File: config.mk
export PLATFORM = sky130hd
export DESIGN_NAME = bit_health_agg
export DESIGN_NICKNAME = d
export VERILOG_FILES = /design/src/rtl/bit_health_pkg.sv /design/src/rtl/bit_aux_range.sv /design/src/rtl/bit_startup_timer.sv /design/src/rtl/bit_fault_latch.sv /design/src/rtl/bit_health_agg.sv
export SDC_FILE = /design/constraint.sdc
export NUM_CORES = 1
export LEC_CHECK = 0
export ABC_CLOCK_PERIOD_IN_PS = 2000
export BUFFER_PORTS_ARGS = -buffer_cell sky130_fd_sc_hd__clkbuf_2
export CAP_MARGIN = 0
export CELL_PAD_IN_SITES_DETAIL_PLACEMENT = 1
export CELL_PAD_IN_SITES_GLOBAL_PLACEMENT = 2
export CORE_MARGIN = 5
export CORE_UTILIZATION = 27
export DETAILED_ROUTE_END_ITERATION = 6
export GPL_TIMING_DRIVEN = 1
export HOLD_SLACK_MARGIN = 0.06
export PLACE_DENSITY = 0.88
export SYNTH_ARGS = -nofsm -noshare
export SYNTH_HDL_FRONTEND = slang
export SYNTH_SLANG_ARGS = --single-unit
File: constraint.sdc
create_clock -name clk -period 2 [get_ports clk]
set_clock_uncertainty 0.2 [all_clocks]
set_input_delay 0.2 -clock clk [delete_from_list [all_inputs] [get_ports clk]]
set_output_delay 0.2 -clock clk [all_outputs]
set_load 0.005 [all_outputs]
File: src/rtl/bit_health_pkg.sv
package bit_health_pkg;

  typedef enum logic [1:0] {
    HS_STARTUP = 2'd0,
    HS_RUN     = 2'd1,
    HS_TEST    = 2'd2,
    HS_FAULT   = 2'd3
  } health_state_e;

endpackage

File: src/rtl/bit_aux_range.sv
module bit_aux_range #(
  parameter int ADC_W   = 12,
  parameter int AUX_MIN = -1800,
  parameter int AUX_MAX = 1800
) (
  input  logic                    clk,
  input  logic                    rst,
  input  logic                    sample_valid,
  input  logic signed [ADC_W-1:0] sample_code,
  output logic                    range_err
);

  logic below, above;

  always_comb begin
    below = int'(sample_code) < AUX_MIN;
    above = int'(sample_code) > AUX_MAX;
  end

  always_ff @(posedge clk) begin
    if (rst) range_err <= 1'b0;
    else     range_err <= sample_valid && (below || above);
  end

endmodule

File: src/rtl/bit_startup_timer.sv
module bit_startup_timer #(
  parameter int LIMIT = 500
) (
  input  logic clk,
  input  logic rst,
  input  logic tick,
  output logic done
);

  localparam int CW = $clog2(LIMIT + 1);
  localparam logic [CW-1:0] LAST = CW'(LIMIT - 1);

  logic [CW-1:0] cnt;

  always_ff @(posedge clk) begin
    if (rst) begin
      cnt  <= '0;
      done <= 1'b0;
    end else if (tick && !done) begin
      cnt <= cnt + 1'b1;
      if (cnt == LAST) done <= 1'b1;
    end
  end

endmodule

File: src/rtl/bit_fault_latch.sv
module bit_fault_latch #(
  parameter int NSRC = 4
) (
  input  logic            clk,
  input  logic            rst,
  input  logic [NSRC-1:0] src,
  output logic [NSRC-1:0] sticky,
  output logic            any
);

  for (genvar i = 0; i < NSRC; i++) begin : g_src
    always_ff @(posedge clk) begin
      if (rst)         sticky[i] <= 1'b0;
      else if (src[i]) sticky[i] <= 1'b1;
    end
  end

  assign any = |sticky;

endmodule

File: src/rtl/bit_health_agg.sv
module bit_health_agg
  import bit_health_pkg::*;
#(
  parameter int RATE_W        = 16,
  parameter int ADC_W         = 12,
  parameter int FAULT_W       = 4,
  parameter int STARTUP_TICKS = 500,
  parameter int CBIT_OFFSET   = 320,
  parameter int AUX_MIN       = -1800,
  parameter int AUX_MAX       = 1800
) (
  input  logic                     clk,
  input  logic                     rst,
  input  logic                     ms_tick,
  input  logic                     cbit_pin,
  input  logic                     cbit_cmd,
  input  logic                     aux_valid,
  input  logic signed [ADC_W-1:0]  aux_code,
  input  logic [FAULT_W-1:0]       fault_in,
  input  logic signed [RATE_W-1:0] rate_in,
  output logic signed [RATE_W-1:0] rate_out,
  output logic                     health_ok,
  output logic                     stat_fault,
  output logic                     stat_cbit,
  output logic                     rate2_gnd
);

  localparam int NSRC = FAULT_W + 1;
  localparam logic signed [RATE_W:0]   OFF_EXT  = (RATE_W+1)'(CBIT_OFFSET);
  localparam logic signed [RATE_W:0]   SMAX_EXT = (RATE_W+1)'((2**(RATE_W-1)) - 1);
  localparam logic signed [RATE_W-1:0] SMAX     = RATE_W'((2**(RATE_W-1)) - 1);

  logic            aux_err;
  logic            startup_done;
  logic [NSRC-1:0] sticky;
  logic            fault_any;
  logic            cbit_q;
  health_state_e   state_q, state_nxt;
  logic signed [RATE_W:0] sum;

  bit_aux_range #(.ADC_W(ADC_W), .AUX_MIN(AUX_MIN), .AUX_MAX(AUX_MAX)) u_aux (
    .clk(clk), .rst(rst), .sample_valid(aux_valid), .sample_code(aux_code),
    .range_err(aux_err)
  );

  bit_startup_timer #(.LIMIT(STARTUP_TICKS)) u_start (
    .clk(clk), .rst(rst), .tick(ms_tick), .done(startup_done)
  );

  bit_fault_latch #(.NSRC(NSRC)) u_latch (
    .clk(clk), .rst(rst), .src({aux_err, fault_in}), .sticky(sticky),
    .any(fault_any)
  );

  // health decision: fault outranks test, start-up outranks both
  always_comb begin
    if (!startup_done)  state_nxt = HS_STARTUP;
    else if (fault_any) state_nxt = HS_FAULT;
    else if (cbit_q)    state_nxt = HS_TEST;
    else                state_nxt = HS_RUN;
  end

  always_comb begin
    sum = {rate_in[RATE_W-1], rate_in} + (cbit_q ? OFF_EXT : '0);
  end

  always_ff @(posedge clk) begin
    if (rst) begin
      cbit_q    <= 1'b0;
      state_q   <= HS_STARTUP;
      rate2_gnd <= 1'b0;
      rate_out  <= '0;
    end else begin
      cbit_q    <= cbit_pin | cbit_cmd;
      state_q   <= state_nxt;
      rate2_gnd <= fault_any;
      rate_out  <= (sum > SMAX_EXT) ? SMAX : sum[RATE_W-1:0];
    end
  end

  assign health_ok  = (state_q == HS_RUN);
  assign stat_fault = fault_any;
  assign stat_cbit  = cbit_q;

endmodule

==> run metrics, run 1 <==
status=completed; Area contributors post-synth=dfxtp_1, nor2_1, a21oi_1; full die area=7110 um2; CP Capture Type=flip-flop; Placement Setup Slack=-0.1170 ns; Core Util, Final=about two fifths; # DRC=0; DR WL/cell=12.64 um; CP Launch Type=flip-flop; register area share after synthesis=about half; antenna violations before repair=0; Critical Path Max Stage Delay=0.36 ns; Mapped Avg Cell Area=8.985 um2; Vias/cell=4.459; largest net degree at the start of global routing=36; placed cell areas=approximately 1800 um2; switch share=24.78%; Synth Flop Type=dfxtp_1; number of global-route vias before repair=1503; post-synth top area cell=dfxtp_1; RSZ-0062 raised after global routing=false; Synth warnings=0; Rel. slew slack=between 40 and 50%; area share of the largest cell type after synthesis=48.32%; root buf cell=clkbuf_8; number of fill cells=669; Setup WS post-layout=0.1215 ns; delay-heaviest family, CP=compound AO/OA/AOI/OAI gates; nets=between 200 and 300; initial DRC count=12; Bufs and invs on worst path=1; Detailed Route WL=4018 um; Distinct cells, synth=36; row cnt=27; CP max FO=4; Slew @ Worst Pin=0.8121 ns; Pre-antenna DRT Iters=4; fin area=2182 um2; flops & latches, synth=36; f_max=532.3 MHz; max-cap viol count=0; Post-synth EDFFs=0; top-count cell post-synth=dfxtp_1; first-pass GRT wire length=6934 um; CTS tree=yes; layout cell share with drive strength beyond 1=34.55%; post-synth net total=208; Layout area overhead=46.31%; Hold Path Class=in2reg; crit path DAT=1.82 ns; Placer Congestion=0.7277; grt total ovfl=0; crit path time final=1.878 ns; Die W=84.32 um; Leak=between 0.0009 and 0.001 uW; Power Internal=1142 uW; worst skew pair latency=between 0.2 and 0.3 ns; Setup CP Type=reg2reg; WP data required=1.94 ns; post-route clock period utilization=93.92%; Hold Slack=0.08009 ns; clock-pin slew on the worst setup and hold paths=roughly 0.070 ns; total power per unit cell area=695.9 nW/um2; area occupied by multi-input gates=762.0 um2; fin. max-slew vios=0; FF/Latch Area=721.9 um2; Synth top cells by count=dfxtp_1, nor2_1, a21oi_1, inv_1; FFs w/ async S/R, synth=0%; Peak VDD IR=0.0004121 V; total CTS buffers=5; Hold Fails Final Rpt=0; n_diodes=0; Psw=376.4 uW; total number of vias=1418; H-tree depth=2; DP Wirelength=2866 um; Max Root-Sink Buffers=2; clock network power share=about a third; IO Pins=58; clock tree sinks=36; worst-path cell chain=ha_2 > a31oi_1 > buf_4 > nand2b_1 > a211oi_1 > nor3_1; Comb power frac=between 10% and 20%; Post-Syn Area=1491 um2; port bufs=57; DIE HEIGHT=84.32 um; Total GRT Usage=12.10%; Antenna Violating Nets Remaining=0; Starting Density=27.42%; Setup TNS Final=0 ns; Crit-path slowest cell=ha_2; Flop pwr share=50.6%; Core Area=5439 um2; Final Setup Violations=0; Mapped Cells=roughly 170
-- timing repair --
action | CTS | global route
resized for setup | 3 | 10
gates cloned | 1 | 0
hold endpoints to repair | 16 | 0
hold buffers | 17 | 0
pin swaps | 2 | 3
setup buffers | 0 | 0
endpoints found under the setup margin | 13 | 15
-- cell usage in the layout (no fill, tap or decap), types with 4 or more instances in the layout --
| cell type | count |
|---|---|
| inv_1 | 12 |
| dlygate4sd3_1 | 17 |
| dfxtp_1 | 35 |
| nand2b_1 | 5 |
| xor2_1 | 4 |
| a21oi_1 | 10 |
| clkbuf_8 | 6 |
| a21oi_2 | 9 |
| clkbuf_2 | 57 |
| nor2_1 | 30 |
| xnor2_1 | 7 |
| nand2_1 | 6 |
| nor3_1 | 7 |
-- layout make-up --
type,count,area share [%]
clock inverter,2,0.4587
sequential,36,33.08
tap,72,4.128
multi-input combinational,114,34.92
timing repair buffer,76,21.56
inverter,12,2.064
clock buffer,6,3.784
-- power groups by stage --
stage	combinational [uW]	clock (uW)	sequential [uW]
2_1_floorplan	87.0	0	785
3_3_place_gp	177	0	784
3_5_place_dp	181	0	785
4_1_cts	215	559	768
5_1_grt	249	589	773
6_report	219	531	768
-- per-layer routing --
layer | GRT usage, % | up-vias | share of wire [%] | routed length, um
met5 | 0 | - | 0 | 0
met4 | 5.702 | 0 | 1.9 | 77
met3 | 3.729 | 9 | 6.1 | 244
met2 | 19.58 | 40 | 48 | 1943
met1 | 14.60 | 647 | 44 | 1753
li1 | - | 722 | - | -
-- per-stage QoR --
stage                     total power, uW  instances
after CTS                            1542        318
after detailed placement            965.7        292
after floorplan                     872.2        166
after global placement              960.9        292
after global routing                 1610        318
final                                1519        318
-- cells by family (layout without fill, tap and decap cells) --
group           count (synthesis)  in the layout  synth area share, %
simple gates                   69             70                23.24
flops                          36             36                48.32
compound gates                 28             28                12.58
buf+inv                        17             96                5.368
xor+xnor                       11             11                6.460
fa+ha+maj                       4              4                3.356
mux                             1              1               0.6712
-- registers in the layout, indices dropped and copies added, names as in the netlist --
signal,count
u_latch.sticky,5
stat_cbit,1
u_start.done,1
state_q,2
u_start.cnt,9
rate2_gnd,1
rate_out,16
u_aux.range_err,1
-- worst paths after layout --
check	from	to	slack, ns	cells past startpoint
worst min register to register	u_aux.range_err	u_latch.sticky[4]	0.25	2
worst min-delay path	rate_in[11]	rate_out[11]	0.08	3
worst max-delay path	stat_cbit	rate_out[13]	0.12	6
worst max register to register	stat_cbit	rate_out[13]	0.12	6
-- tightest hold or removal path: cells and delay by family --
kind / cells / cell delay, ns
buffers and inverters: 1 / 0.12
AO/OA/AOI/OAI: 1 / 0.06
XOR/XNOR: 1 / 0.13
(Power assumes the default switching activity.)
==> run 2, diff against run 1 <==
- CELL_PAD_IN_SITES_DETAIL_PLACEMENT: 1 -> unset
- CELL_PAD_IN_SITES_GLOBAL_PLACEMENT: 2 -> unset
- CORE_UTILIZATION: 27 -> 48
- PLACE_DENSITY: 0.88 -> 0.89
- SYNTH_HIERARCHICAL: unset -> 1
==> run metrics, run 2 <==
Inst Count DP=about 270; layout cell share with drive strength beyond 1=a little under a third; Worst R2R End=rate_out[14]; FFs w/ async S/R, synth=0%; Placer Congestion=around 0.81; initial DRC count=78; Critical Path Max Stage Delay=0.41 ns; n_diodes=0; total number of vias=1507; IO Pins=between 50 and 60; port bufs=57; highest routed layer=met4; placed cell areas=between 1500 and 2000 um2; Die W=66.12 um; Total GRT Usage=17.65%; fin area=2170 um2; CP max FO=5; number of global-route vias before repair=~1400; Post-CTS Setup Bufs=0; post-synth net total=210; fin. max-slew vios=0; Setup TNS Final=0 ns; Detailed Route WL=3756 um; Core Util, Final=71.65%; hold path cells=2; max reg flops=16; grt total ovfl=0; worst r2r path cells=5; area share of the largest cell type after synthesis=47.68%; Antenna Violating Nets Remaining=0; flops & latches, synth=36; Reg with most FFs=rate_out; Distinct cells, synth=35; total CTS buffers=5; number of fill cells=between 200 and 250; Hold Fails Final Rpt=0; largest family of logic cells by synthesized area=simple AND/OR/NAND/NOR gates; CP Capture Type=flip-flop; max-cap viol count=0; row cnt=20; Starting Density=49.92%; met3 WL post-DR=247 um; DP Wirelength=2405 um; status=completed; register area share after synthesis=47.68%; CTS tree=yes; area share of fa/ha/maj cells after synthesis=4.139%; compound-cell area share of the yosys netlist=16.56%; Pre-antenna DRT Iters=4; post-route clock period utilization=93.87%; full die area=between 4000 and 5000 um2; largest net degree at the start of global routing=21; worst skew pair latency=~0.33 ns; Layout area overhead=43.54%; # DRC=0; clock-pin slew on the worst setup and hold paths=0.10 ns; Post-Syn Area=1511 um2; root buf cell=clkbuf_4; Post-synth EDFFs=0; mux share of post-synthesis cell area=less than 1%; met2 wire len=1775 um; WP data required=2.02 ns; clock tree sinks=36; delay-heaviest family, CP=simple AND/OR/NAND/NOR gates; Synth Area in Simple Gates=approximately a quarter; Rel. slew slack=74.61%; XOR/XNOR Fraction of Synth Area=4.056%; FF/Latch Area=721.9 um2; worst-path cell chain=ha_1 > a21oi_1 > nor3b_2 > and4b_2 > nor3_1; H-tree depth=2; r2r setup slk=0.12 ns; commonest non-fill, non-tap cell in the layout=clkbuf_2; largest registers=rate_out (16), u_start/cnt (9), u_latch/sticky (5); DR WL/cell=around 13 um; first-pass GRT wire length=approximately 6000 um; area occupied by multi-input gates=755.7 um2; Final Setup Violations=0; Max Root-Sink Buffers=2; Crit-path slowest cell=ha_1; crit path DAT=1.89 ns; Area contributors post-synth=dfxtp_1, a21oi_1, nor2_1; Vias/cell=5.057; Leak=0.0009724 uW; Core Area=3028 um2; Hold Slack=0.09645 ns; Setup CP Type=reg2reg; Bufs and invs on worst path=0; Non-Filler Instances=around 300; Mapped Avg Cell Area=~9.1 um2; most frequent cells in the layout=clkbuf_2, dfxtp_1, dlygate4sd3_1, nor2_1, a21oi_1; antenna violations before repair=0; M1 wire length=1577 um; post-synth top area cell=dfxtp_1; top-count cell post-synth=dfxtp_1; DIE HEIGHT=roughly 66 um; CP Launch Type=flip-flop; Hold Path Class=in2reg; hold path endpoint=rate_out[8]; hold_sp=rst; Peak VDD IR=0.0004710 V; Reg-to-Reg Start=stat_cbit; Synth top cells by count=dfxtp_1, a21oi_1, nor2_1, inv_1, nand2_1; nets=296; Synth Flop Type=dfxtp_1; total power per unit cell area=between 600 and 700 nW/um2; Mapped Cells=167; Slew @ Worst Pin=0.3809 ns; crit path time final=1.877 ns; f_max=532.7 MHz; Synth warnings=6
[run 2: cell count changes in the layout (fill, tap and decap cells not counted), moves of 3 or more]
cell           delta
a21oi_2           -8
xnor2_1           -4
nor2_1            -8
nor3_1            -3
a21oi_1          +11
nand2_1           +3
clkbuf_4          +5
clkbuf_8          -5
dlygate4sd3_1     +6
o21ai_0           +5
[run 2: where the power goes]
part / switching (uW) / total (uW) / internal, uW / leakage [uW]
combinational: 103 / 220 / 117 / 0.000637
clock: 229 / 397 / 167 / 0.0000380
sequential: 17.0 / 769 / 752 / 0.000297
total: 349 / 1390 / 1040 / 0.000972
[run 2: kinds of logic after synthesis]
group           count (synthesis)
mux                             1
xor+xnor                        7
simple gates                   64
fa+ha+maj                       5
compound gates                 40
buf+inv                        14
flops                          36
[run 2: worst max-delay path by stage]
stage                         start           end  slack, ns  depth (start not counted)
after floorplan           stat_cbit  rate_out[14]       0.18                          6
after global placement    stat_cbit  rate_out[14]       0.14                          6
after detailed placement  stat_cbit   rate_out[2]       0.01                          7
after CTS                 stat_cbit   rate_out[2]      0.005                          7
after global routing      stat_cbit  rate_out[14]      -0.02                          5
final                     stat_cbit  rate_out[14]       0.12                          5
[run 2: through the flow]
| stage | setup slack (ns) | total power [uW] |
|---|---|---|
| after floorplan | 0.1779 | 870.9 |
| after global placement | 0.1439 | 955.5 |
| after detailed placement | 0.01416 | 959.3 |
| after CTS | 0.004836 | 1382 |
| after global routing | -0.01750 | 1458 |
| final | 0.1227 | 1386 |
[run 2: area by class of cell]
type                       count  share of cell area [%]
multi-input combinational    117                   34.83
sequential                    36                   33.28
timing repair buffer          83                   24.80
tap                           44                   2.537
clock buffer                   6                   2.364
inverter                      10                   1.730
clock inverter                 2                  0.4614
[run 2: repair_timing]
action,4_1_cts,5_1_grt
pin swaps,0,1
endpoints found under the hold margin,21,0
resized for setup,1,5
endpoints found under the setup margin,11,14
hold buffers,23,0
[run 2: worst reg2reg max path, delay by kind of cell, from the launching register on]
kind / cells / cell delay (ns)
flip-flops: 1 / 0.37
AO/OA/AOI/OAI: 1 / 0.16
AND/OR/NAND/NOR: 3 / 0.62
adder cells (fa/ha/maj): 1 / 0.41
[run 2: layer usage]
metal / up-vias / GRT usage, %
met4: 0 / 9.898
met3: 17 / 4.932
met1: 662 / 20.13
met5: - / 0
met2: 65 / 29.37
li1: 763 / -
==> run 3, diff against run 2 <==
- ABC_CLOCK_PERIOD_IN_PS: 2000 -> 1770
- clock period: 2 -> 1.77 ns (I/O delays scaled with it)
==> run metrics, run 3 (synthesis results as in run 2) <==
crit path time final=1.811 ns; CP Capture Type=flip-flop; DP Wirelength=2502 um; fin area=2376 um2; Reg with most FFs=rate_out; CP max FO=4; Setup WS post-layout=-0.04092 ns; layout cell share with drive strength beyond 1=33.46%; IO Pins=slightly below 60; r2r setup slk=-0.04 ns; initial DRC count=a little under 200; number of global-route vias before repair=1629; Setup CP Type=in2reg; most frequent cells in the layout=clkbuf_2, dfxtp_1, dlygate4sd3_1, nor2_1, a21oi_1; Pre-antenna DRT Iters=4; worst-path cell chain=dlygate4sd3_1 > clkbuf_2 > ha_2 > a21oi_2 > nor3b_2 > buf_4 > xnor2_1 > a21oi_1; Placement Setup Slack=-0.01282 ns; Total GRT Usage=between 20 and 25%; largest registers=rate_out (16), u_start/cnt (9), u_latch/sticky (5); Hold Fails Final Rpt=0; n_diodes=0; largest net degree at the start of global routing=22; commonest non-fill, non-tap cell in the layout=clkbuf_2; Inst Count DP=270; failing checks=negative setup slack; max-cap viol count=0; status=finished, violations left; number of fill cells=~190; CTS tree=yes; CP Launch Type=primary input; CP Depth=8; first-pass GRT wire length=between 6000 and 7000 um; worst r2r path cells=7; post-route clock period utilization=102.3%; delay-heaviest family, CP=buffers and inverters; Detailed Route WL=4533 um; placed cell areas=approximately 1900 um2; Rel. slew slack=79.11%; DIE HEIGHT=~66 um; hold_sp=aux_code[4]; total CTS buffers=5; f_max=552.2 MHz; Max Root-Sink Buffers=2; total number of vias=around 1700; DR WL/cell=approximately 14 um; H-tree depth=2; fin. max-slew vios=0; port bufs=57; CP startpoint=rate_in[7]; crit path DAT=1.85 ns; Vias/cell=5.247; FF/Latch Area=724.4 um2; Leak=between 0.001 and 0.0015 uW; Worst R2R End=rate_out[12]; root buf cell=clkbuf_4; clock tree sinks=36; total power per unit cell area=between 700 and 800 nW/um2; Hold Slack=about 0.11 ns; Crit-path slowest cell=dlygate4sd3_1; Slew @ Worst Pin=0.3109 ns; Non-Filler Instances=316; area occupied by multi-input gates=778.2 um2; Critical Path Max Stage Delay=0.53 ns; Starting Density=49.92%; RSZ-0062 raised after global routing=true; Bufs and invs on worst path=3; Die W=66.12 um; clock-pin slew on the worst setup and hold paths=about 0.12 ns; full die area=about 4400 um2; worst skew pair latency=0.35 ns; Final Setup Violations=2; Core Area=3028 um2; WP data required=1.81 ns; Layout area overhead=57.20%; Placer Congestion=0.8199; antenna violations before repair=0; Antenna Violating Nets Remaining=0; # DRC=0; Reg-to-Reg Start=stat_cbit; row cnt=20; Peak VDD IR=0.0004925 V; CP endpoint=rate_out[12]; max reg flops=16; Hold Path Class=in2reg; nets=314; grt total ovfl=0
==> run 3: through the flow <==
step | TNS, ns | util (%) | power (uW)
CTS | 0 | 76.24 | 1717
detailed placement | -0.01282 | 62.19 | 1091
global placement | 0 | 62.19 | 1084
global route | -0.9732 | 78.47 | 1824
floorplan | -0.01842 | - | 984.5
finish | -0.07688 | 78.47 | 1739
==> run 3: worst min path at each step <==
stage | end | cells past startpoint
finish | u_aux/range_err | 4
global route | u_aux/range_err | 4
CTS | u_aux/range_err | 4
detailed placement | u_latch/sticky[3] | 3
global placement | u_latch/sticky[1] | 3
floorplan | u_latch/sticky[0] | 1
==> run 3: power by group <==
group	internal, uW	switching, uW
clock	294	283
sequential	849	19.9
combinational	162	131
==> run 3: worst min-delay path, delay by kind of cell <==
kind / cells / cell delay [ns]
AO/OA/AOI/OAI: 2 / 0.32
buffers and inverters: 1 / 0.09
AND/OR/NAND/NOR: 1 / 0.04
==> run 3: layout make-up <==
cell class,instances,area share (%)
clock buffer,5,1.580
inverter,10,1.580
timing repair buffer,101,29.49
sequential,36,30.49
tap,44,2.317
clock inverter,3,1.790
multi-input combinational,117,32.75
==> run 3: metal layers <==
layer  part of all wire [%]  vias up  GRT usage, %
li1                       -      793             -
met1                     36      751         22.37
met2                     52       97         36.56
met3                    9.1       17         5.102
met4                    3.0        0         10.41
met5                      0        -             0
==> run 3: timing repair <==
action | in CTS | in global routing
setup endpoints to repair | 11 | 15
pin swaps | 1 | 3
buffers inserted | 0 | 3
cloned | 0 | 1
hold endpoints to repair | 23 | 0
hold buffers | 34 | 0
resized for setup | 2 | 11
